<file path="src/rtl/vcd_pkg.sv">
package vcd_pkg;
  localparam int NCH     = 4;
  localparam int CH_W    = 2;
  localparam logic [CH_W-1:0] CH_WING   = 2'd0;
  localparam logic [CH_W-1:0] CH_SHARED = 2'd1;
  localparam logic [CH_W-1:0] CH_REQX   = 2'd2;
  localparam logic [CH_W-1:0] CH_RSPX   = 2'd3;
  typedef enum logic {CLS_REQ = 1'b0, CLS_RSP = 1'b1} msg_cls_e;
endpackage

</file>
<file path="src/rtl/vcd_wing_flag.sv">
module vcd_wing_flag #(
  parameter int NUM_DIRS = 5,
  parameter int DIR_W    = 3
) (
  input  logic [NUM_DIRS-1:0] sa2_req,
  input  logic [DIR_W-1:0]    dir,
  input  logic                sa_prev_win,
  output logic                wing_ok
);
  logic out_busy;
  always_comb begin
    out_busy = 1'b1;
    for (int d = 0; d < NUM_DIRS; d++)
      if (dir == DIR_W'(d)) out_busy = sa2_req[d];
  end
  assign wing_ok = !out_busy && !sa_prev_win;
endmodule

</file>
<file path="src/rtl/vcd_tracker.sv">
module vcd_tracker
  import vcd_pkg::*;
(
  input  logic            clk,
  input  logic            rst,
  input  logic            alloc_en,
  input  logic [CH_W-1:0] alloc_ch,
  input  logic            free_en,
  input  logic [CH_W-1:0] free_ch,
  output logic [NCH-1:0]  busy
);
  logic [NCH-1:0] amask, fmask;
  always_comb begin
    amask = '0;
    fmask = '0;
    if (alloc_en) amask[alloc_ch] = 1'b1;
    if (free_en)  fmask[free_ch]  = 1'b1;
  end

  always_ff @(posedge clk) begin
    if (rst) busy <= '0;
    else     busy <= (busy & ~fmask) | amask;
  end

  p_no_busy_alloc_r8: assert property (@(posedge clk) disable iff (rst)
    alloc_en |-> !busy[alloc_ch]);
  p_free_was_busy_r10: assert property (@(posedge clk) disable iff (rst)
    free_en |-> busy[free_ch]);
endmodule

</file>
<file path="src/rtl/vcd_assigner.sv">
module vcd_assigner
  import vcd_pkg::*;
(
  input  logic [NCH-1:0]  busy,
  input  logic            cls,
  input  logic            dlk,
  input  logic            wing_ok,
  output logic            pick_vld,
  output logic [CH_W-1:0] pick_ch,
  output logic            pick_wing
);
  logic [CH_W-1:0] excl;
  assign excl = (cls == CLS_RSP) ? CH_RSPX : CH_REQX;

  always_comb begin
    pick_vld  = 1'b1;
    pick_ch   = CH_WING;
    pick_wing = 1'b0;
    if (dlk) begin
      if      (!busy[excl])      pick_ch = excl;
      else if (!busy[CH_SHARED]) pick_ch = CH_SHARED;
      else if (!busy[CH_WING])   pick_ch = CH_WING;
      else                       pick_vld = 1'b0;
    end else begin
      if (wing_ok && !busy[CH_WING]) begin
        pick_ch   = CH_WING;
        pick_wing = 1'b1;
      end
      else if (!busy[CH_SHARED]) pick_ch = CH_SHARED;
      else if (!busy[excl])      pick_ch = excl;
      else if (!busy[CH_WING])   pick_ch = CH_WING;
      else                       pick_vld = 1'b0;
    end
  end
endmodule

</file>
<file path="src/rtl/vcd_table.sv">
module vcd_table
  import vcd_pkg::*;
#(
  parameter int LOG_W = 2,
  parameter int PTR_W = 2
) (
  input  logic             clk,
  input  logic             rst,
  input  logic             wr_en,
  input  logic [LOG_W-1:0] wr_id,
  input  logic [CH_W-1:0]  wr_ch,
  input  logic             fw_en,
  input  logic [LOG_W-1:0] fw_id,
  input  logic             rel_en,
  input  logic [LOG_W-1:0] rel_id,
  output logic             rel_hit,
  output logic [CH_W-1:0]  rel_ch,
  input  logic [LOG_W-1:0] rd_id,
  output logic             rd_vld,
  output logic [CH_W-1:0]  rd_ch,
  output logic [PTR_W-1:0] rd_tail
);
  localparam int NENT = 1 << LOG_W;

  logic [NENT-1:0]  vld_q;
  logic [CH_W-1:0]  ch_q   [NENT];
  logic [PTR_W-1:0] tail_q [NENT];

  assign rel_hit = rel_en && vld_q[rel_id];
  assign rel_ch  = ch_q[rel_id];

  for (genvar e = 0; e < NENT; e++) begin : g_ent
    always_ff @(posedge clk) begin
      if (rst) begin
        vld_q[e]  <= 1'b0;
        ch_q[e]   <= '0;
        tail_q[e] <= '0;
      end else if (wr_en && wr_id == LOG_W'(e)) begin
        vld_q[e]  <= 1'b1;
        ch_q[e]   <= wr_ch;
        tail_q[e] <= '0;
      end else begin
        if (rel_en && rel_id == LOG_W'(e)) vld_q[e] <= 1'b0;
        if (fw_en && fw_id == LOG_W'(e))   tail_q[e] <= tail_q[e] + 1'b1;
      end
    end
  end

  always_ff @(posedge clk) begin
    if (rst) begin
      rd_vld  <= 1'b0;
      rd_ch   <= '0;
      rd_tail <= '0;
    end else begin
      rd_vld  <= vld_q[rd_id];
      rd_ch   <= ch_q[rd_id];
      rd_tail <= tail_q[rd_id];
    end
  end

  p_tail_step_r9: assert property (@(posedge clk) disable iff (rst)
    (fw_en && !(wr_en && wr_id == fw_id)) |=>
      (tail_q[$past(fw_id)] == PTR_W'($past(tail_q[fw_id]) + 1'b1)));
endmodule

</file>
<file path="src/rtl/vc_dispenser.sv">
module vc_dispenser
  import vcd_pkg::*;
#(
  parameter int NUM_DIRS      = 5,
  parameter int DIR_W         = 3,
  parameter int LOG_W         = 2,
  parameter int FLITS_PER_CH  = 4,
  localparam int PTR_W        = $clog2(FLITS_PER_CH)
) (
  input  logic                clk,
  input  logic                rst,
  input  logic                hdr_valid,
  input  logic [LOG_W-1:0]    hdr_logid,
  input  logic                hdr_class,
  input  logic                hdr_dlk,
  input  logic [DIR_W-1:0]    hdr_dir,
  input  logic [NUM_DIRS-1:0] sa2_req,
  input  logic                sa_prev_win,
  input  logic                flit_wr,
  input  logic [LOG_W-1:0]    flit_logid,
  input  logic                rel_valid,
  input  logic [LOG_W-1:0]    rel_logid,
  input  logic [LOG_W-1:0]    lk_logid,
  output logic                grant_valid,
  output logic                grant_fail,
  output logic                grant_wing,
  output logic [CH_W-1:0]     grant_ch,
  output logic                lk_valid,
  output logic [CH_W-1:0]     lk_ch,
  output logic [PTR_W-1:0]    lk_tail
);
  logic            wing_ok;
  logic [NCH-1:0]  busy;
  logic            pick_vld, pick_wing;
  logic [CH_W-1:0] pick_ch;
  logic            rel_hit;
  logic [CH_W-1:0] rel_ch;
  logic            alloc_en;

  vcd_wing_flag #(.NUM_DIRS(NUM_DIRS), .DIR_W(DIR_W)) u_flag (
    .sa2_req(sa2_req), .dir(hdr_dir), .sa_prev_win(sa_prev_win),
    .wing_ok(wing_ok));

  vcd_assigner u_asg (
    .busy(busy), .cls(hdr_class), .dlk(hdr_dlk), .wing_ok(wing_ok),
    .pick_vld(pick_vld), .pick_ch(pick_ch), .pick_wing(pick_wing));

  assign alloc_en = hdr_valid && pick_vld;

  vcd_tracker u_trk (
    .clk(clk), .rst(rst), .alloc_en(alloc_en), .alloc_ch(pick_ch),
    .free_en(rel_hit), .free_ch(rel_ch), .busy(busy));

  vcd_table #(.LOG_W(LOG_W), .PTR_W(PTR_W)) u_tbl (
    .clk(clk), .rst(rst),
    .wr_en(alloc_en), .wr_id(hdr_logid), .wr_ch(pick_ch),
    .fw_en(flit_wr), .fw_id(flit_logid),
    .rel_en(rel_valid), .rel_id(rel_logid),
    .rel_hit(rel_hit), .rel_ch(rel_ch),
    .rd_id(lk_logid), .rd_vld(lk_valid), .rd_ch(lk_ch), .rd_tail(lk_tail));

  always_ff @(posedge clk) begin
    if (rst) begin
      grant_valid <= 1'b0;
      grant_fail  <= 1'b0;
      grant_wing  <= 1'b0;
      grant_ch    <= '0;
    end else begin
      grant_valid <= alloc_en;
      grant_fail  <= hdr_valid && !pick_vld;
      grant_wing  <= alloc_en && pick_wing;
      grant_ch    <= pick_ch;
    end
  end

  p_reset_idle_r1: assert property (@(posedge clk) disable iff (rst)
    $past(rst) |-> (!grant_valid && !grant_fail));
  p_wing_on_ch0_r2: assert property (@(posedge clk) disable iff (rst)
    grant_wing |-> (grant_valid && grant_ch == CH_WING));
  p_fail_alone_r8: assert property (@(posedge clk) disable iff (rst)
    grant_fail |-> !grant_valid);
  p_class_rsp_r11: assert property (@(posedge clk) disable iff (rst)
    (grant_valid && grant_ch == CH_RSPX) |-> $past(hdr_class) == CLS_RSP);
  p_class_req_r11: assert property (@(posedge clk) disable iff (rst)
    (grant_valid && grant_ch == CH_REQX) |-> $past(hdr_class) == CLS_REQ);
  p_dlk_no_wing_r7: assert property (@(posedge clk) disable iff (rst)
    (hdr_valid && hdr_dlk) |=> !grant_wing);
endmodule

</file>
<file path="config.mk">
export PLATFORM = sky130hd
export DESIGN_NAME = vc_dispenser
export DESIGN_NICKNAME = d
export VERILOG_FILES = /design/src/rtl/vcd_pkg.sv /design/src/rtl/vcd_wing_flag.sv /design/src/rtl/vcd_tracker.sv /design/src/rtl/vcd_assigner.sv /design/src/rtl/vcd_table.sv /design/src/rtl/vc_dispenser.sv
export SDC_FILE = /design/constraint.sdc
export NUM_CORES = 1
export LEC_CHECK = 0
export ABC_AREA = 1
export CAP_MARGIN = 5
export CELL_PAD_IN_SITES_DETAIL_PLACEMENT = 1
export CELL_PAD_IN_SITES_GLOBAL_PLACEMENT = 2
export CORE_MARGIN = 2
export CORE_UTILIZATION = 31
export CTS_BUF_LIST = sky130_fd_sc_hd__clkbuf_8 sky130_fd_sc_hd__clkbuf_16
export DETAILED_ROUTE_END_ITERATION = 10
export DONT_BUFFER_PORTS = 1
export PLACE_DENSITY = 0.72
export SLEW_MARGIN = 40
export SYNTH_ARGS = -nofsm -noshare
export SYNTH_HDL_FRONTEND = slang
export SYNTH_HIERARCHICAL = 1
export SYNTH_SLANG_ARGS = --single-unit
</file>
<file path="constraint.sdc">
create_clock -name clk -period 1.5 [get_ports clk]
set_input_delay 0.375 -clock clk [delete_from_list [all_inputs] [get_ports clk]]
set_output_delay 0.375 -clock clk [all_outputs]
set_load 0.01 [all_outputs]
</file>
After elaboration in Yosys (flattened, before gate mapping):

Memories as Yosys holds them, arrays and structs flattened. A register that Yosys moved wholly into a read port is not among the register bits.
Cells that the tools add are included.
Widths: inputs -> output; s select.

* bits in registers: 14
* bits in latches: 0
* memory bits (writable): 16
* ROM bits: 0
* input port bits: 24
* output and inout bits: 10
* logic and storage cells: 166
* memories: 2

Memories
* u_tbl.ch_q: words 4, bits a word 2, read ports 2, clocked after Yosys merged registers in 1, write ports 4, line vcd_table.sv:26 `logic [CH_W-1:0] ch_q [NENT];`
* u_tbl.tail_q: words 4, bits a word 2, read ports 5, clocked after Yosys merged registers in 1, write ports 4, line vcd_table.sv:27 `logic [PTR_W-1:0] tail_q [NENT];`

* add/subtract/negate cells: 4
* multiply operators: 0
* div/mod/pow operators: 0
* $lt $le $gt $ge: 7
* eq/ne operators: 13
* shift operators: 0
* multiplexer cells: 83
* bitwise operators: 15
* reductions and logical operators: 32

Operators by type and width (count)
* $mux 1: 59
* $mux 2: 17
* $logic_and 1x1->1: 20
* $lt 2x3->1 const B: 5
* $eq 2x2->1 const B: 6
* $or 1x1->1: 12
* $add 2x1->2 const B: 4
* $mux 4: 2
* $reduce_bool 2->1: 4
* $bmux 1 s2: 3
* $eq 2x1->1 const B: 3
* $eq 3x2->1 const B: 2
* $logic_not 2->1: 3
* $and 4x4->4: 1
* $demux 1 s2: 2
* $ge 2x1->1 const B: 2
* $logic_not 1->1: 4
* $not 4->4: 1
* $or 4x4->4: 1
* $eq 3x1->1 const B: 1
* $eq 3x3->1 const B: 1
* $logic_not 3->1: 1

Depth between registers and ports, before layout:

* word-level depth: 18
* mapped depth: 12
* mapped depth without buffers: 12

By module:

The synthesis kept the hierarchy.

Modules (own cells, without submodules)
* vcd_table: instances 1, cells each 176, area an instance 1346.3 um2, seq. area each 660.6 um2
* vcd_tracker: instances 1, cells each 25, area an instance 172.7 um2, seq. area each 80.1 um2
* vc_dispenser: instances 1, cells each 16, area an instance 148.9 um2, seq. area each 100.1 um2
* vcd_assigner: instances 1, cells each 18, area an instance 78.8 um2, seq. area each 0.0 um2
* vcd_wing_flag: instances 1, cells each 14, area an instance 61.3 um2, seq. area each 0.0 um2

Worst setup path before layout:

No wires, ideal clock.

* path type: input port to flip-flop
* start point: input hdr_class
* end point: memory u_tbl.tail_q[1][0], enable pin
* library setup time: 297 ps
* arrival time: 1301 ps
* data required time: 1203 ps
* slack: -98 ps
* stages on the path: 10
* path buffers: 1
* cell sequence: o21ai_1 -> nand3_1 -> nand2_1 -> inv_1 -> buf_2 -> nand3_1 -> nand2_2 -> inv_2 -> nand2_2 -> nand2_1

RTL lines
* start: declaration: line vc_dispenser.sv:14 `input logic hdr_class,`
* end: declaration: line vcd_table.sv:27

==> impl_metrics.csv <==
group,metric,value,unit
cts,clkSlewWorstSetupHoldPaths,70,ps
cts,clk_latency,280,ps
finish,area_delta_synth_final,17.9,%
worst_setup_path,critPathLaunchType,"register",
worst_setup_path,reg2regPathDepth,10,
power_and_ir_drop,p_leak,1.00,nW
worst_setup_path,critPathTopFamily,"simple AND/OR/NAND/NOR gates",
run,drv_cap,0,
place,dpl_cell_area,0.00197,mm²
timing,max_freq,693,MHz
floorplanning,die_w,80.4,µm
worst_setup_path,path_max_fanout,6,
cts,clkSinkCount,34,
power_and_ir_drop,p_per_area,961,mW/mm²
floorplanning,io_pins,34,
logic_synthesis,yosys_warnings,6,
finish,drive_above_1_share,17.2,%
timing,skew,3.17,ps
place,dp.cells,327,
place,gp_congestion,0.702,
drt,first_pass_iters,4,
timing,period_minus_slack,1440,ps
place,numPortBuffers,0,
worst_setup_path,endpoint_kind,"register",
drt,routedWlPerCell,13.5,µm
drt,vias,1565,
cts,cts_htree_levels,2,
global_routing,grt_pass1_wl,7760,µm
logic_synthesis,synth_fp_nets,273,
timing,tightest_slew,364,ps
cts,clockBufferDepth,2,
place,dp_slack,-94.7,ps
cts,cts_hold_buf,0,
cts,cts_inserted_buffers,5,
floorplanning,initial_core_util,32.4,%
drt,ant_nets,0,
timing,setup_viol,0,
drt,drc,0,
worst_setup_path,cp.required,1500,ps
worst_setup_path,slowest_delay,340,ps
status,status,"complete, no violations",
logic_synthesis,syn_avg_cell_area,7.26,µm²
finish,fill_cells,720,
worst_setup_path,rrSetupSlack,60,ps
logic_synthesis,yosysUniqueCellTypes,21,
global_routing,grt_pass1_vias,1591,
timing,final_hold_viol_count,0,
worst_setup_path,r2r_start,"u_trk/busy[2]",
finish,nNetsFinal,291,
worst_setup_path,criticalPathCategory,"reg2reg",
global_routing,grt_use_total,15.8,%
timing,setup_ws,57.8,ps
power_and_ir_drop,peakVddDrop,0.000316,V
drt,viasPerCell,4.60,
worst_setup_path,endpoint,"u_tbl/tail_q[1][1]",
timing,relSlewSlack,75.7,%
worst_setup_path,reg2reg_to,"u_tbl/tail_q[1][1]",
worst_setup_path,worstSetupStartpoint,"u_trk/busy[2]",
global_routing,antenna_found_initial,0,
timing,period_share,96.1,%
drt,wl,4590,µm
worst_setup_path,path_cells,"inv_2 -> o21ai_4 -> nand3_2 -> nand2_2 -> inv_4 -> nand3_2 -> nand2_4 -> inv_4 -> nand2_4 -> nand2_4",
floorplanning,core,0.00557,mm²
logic_synthesis,ys_ff_latch,34,
worst_setup_path,arrival,1450,ps
floorplanning,rows,27,
timing,hold_ws,150,ps
logic_synthesis,seq_area_frac_synth,46.5,%
worst_setup_path,critPathBufInv,3,
worst_setup_path,slowest_stage,"dfxtp_2",
finish,fin_cells,340,
finish,stdcell_area,0.00213,mm²
finish,antennaDiodeCount,0,
drt,drt_iter0_drc,49,
worst_setup_path,cp_common_cell,"nand2_4",
place,place_hpwl,3670,µm
global_routing,grt_overflow,0,
timing,final_max_slew_viol_count,0,
timing,final.setup.tns,0,ps
cts,cts_tree,"yes",
floorplanning,die_area,0.00646,mm²
worst_setup_path,cp.depth,10,
cts,root_buffer,"clkbuf_8",
worst_hold_path,hold_path.class,"in2reg",
global_routing,grt_start_max_net_pins,17,
floorplanning,die_y,80.4,µm
timing,rsz0062_at_grt,"yes",
logic_synthesis,netlist_area,0.00181,mm²
logic_synthesis,synth_cells,249,
sequential cells by signal (all words and copies together) (netlist names):
signal         flops
grant_ch           2
grant_fail         1
grant_valid        1
grant_wing         1
u_tbl/ch_q         8
u_tbl/rd_ch        2
u_tbl/rd_tail      2
u_tbl/rd_vld       1
u_tbl/tail_q       8
u_tbl/vld_q        4
u_trk/busy         4
cells by family (layout without fill, tap and decap cells):
| kind of cell | count (synthesis) | in the layout | synth area share, % |
|---|---|---|---|
| flip-flops | 34 | 34 | 46.5 |
| AO/OA/AOI/OAI | 11 | 11 | 3.25 |
| buffers and inverters | 55 | 74 | 12.4 |
| AND/OR/NAND/NOR | 146 | 146 | 36.4 |
| XOR/XNOR | 3 | 3 | 1.45 |
worst min path at each step:
stage	start	to	slack, ps	cells after the start
after floorplan	rst	u_tbl/rd_ch[0]	440	1
after global placement	rst	grant_fail	450	1
after detailed placement	rst	u_trk/busy[1]	450	1
after CTS	rst	u_trk/busy[1]	140	1
after global routing	rst	u_trk/busy[3]	130	1
final	rst	u_trk/busy[3]	150	1
cells in the final DEF (no fill, tap or decap), drive strengths merged:
| cell type | n |
|---|---|
| nand2 | 60 |
| inv | 51 |
| nand3 | 47 |
| nor2 | 28 |
| dfxtp | 18 |
| buf | 16 |
| edfxtp | 16 |
| a21oi | 10 |
| nand4 | 7 |
| clkbuf | 6 |
| xnor2 | 3 |
| nor3 | 3 |
| clkinv | 1 |
| o21ai | 1 |
| or2 | 1 |
routing by layer:
metal / GRT usage (%) / share of wire, % / vias up
met5: 0 / 0 / -
li1: - / - / 824
met2: 26.0 / 47 / 27
met1: 19.8 / 48 / 712
met4: 5.76 / 0.59 / 0
met3: 4.04 / 4.3 / 2
per-stage QoR:
stage	power, mW	utilization, %
after floorplan	1.30	-
final	2.05	38.2
after global routing	2.18	38.2
after global placement	1.36	35.4
after detailed placement	1.37	35.4
after CTS	2.07	37.2
cell type report:
cell class,instances,area (µm²),share of cell area (%)
Clock inverter,2,8.76,0.411
Clock buffer,6,82.6,3.87
Tap cell,72,90.1,4.23
Sequential cell,34,843,39.6
Inverter,50,193,9.04
Multi-Input combinational cell,160,795,37.3
Timing Repair Buffer,16,120,5.63
what timing repair did:
item / in CTS / in global routing
endpoints found under the hold margin: 0 / 0
pin swaps: 2 / 4
buffers inserted: 1 / 4
endpoints found under the setup margin: 4 / 17
resized for setup: 2 / 8
power breakdown:
| group | switching (mW) | internal, mW | total (mW) | leakage (nW) |
|---|---|---|---|---|
| logic | 0.166 | 0.110 | 0.277 | 0.630 |
| clock network | 0.327 | 0.363 | 0.691 | 0.0524 |
| registers | 0.0478 | 1.03 | 1.08 | 0.318 |
cell usage after synthesis:
cell      count  share of area [%]
xnor2_1       3                1.5
nor2_1       27                5.6
a21oi_1       9                2.5
dfxtp_1      18                 20
nor3_1        2               0.55
a21oi_2       1               0.48
buf_6         1               0.62
or2_0         1               0.35
nor2_4        1               0.62
buf_4         2               0.83
inv_1        45                9.3
buf_2         2               0.55
nand2_1      58                 12
inv_2         5                1.0
nand2_2       2               0.69
nand3_2       2                1.1
nor3_2        1               0.55
edfxtp_1     16                 27
o21ai_1       1               0.28
nand3_1      45                 12
nand4_1       7                2.4
worst reg2reg max path, cell delays in order (launching register included):
cell,delay (ps)
dfxtp_2,340
inv_2,40
o21ai_4,130
nand3_2,100
nand2_2,120
inv_4,60
nand3_2,90
nand2_4,70
inv_4,90
nand2_4,60
nand2_4,70
Power figures use the tool's default switching activity.
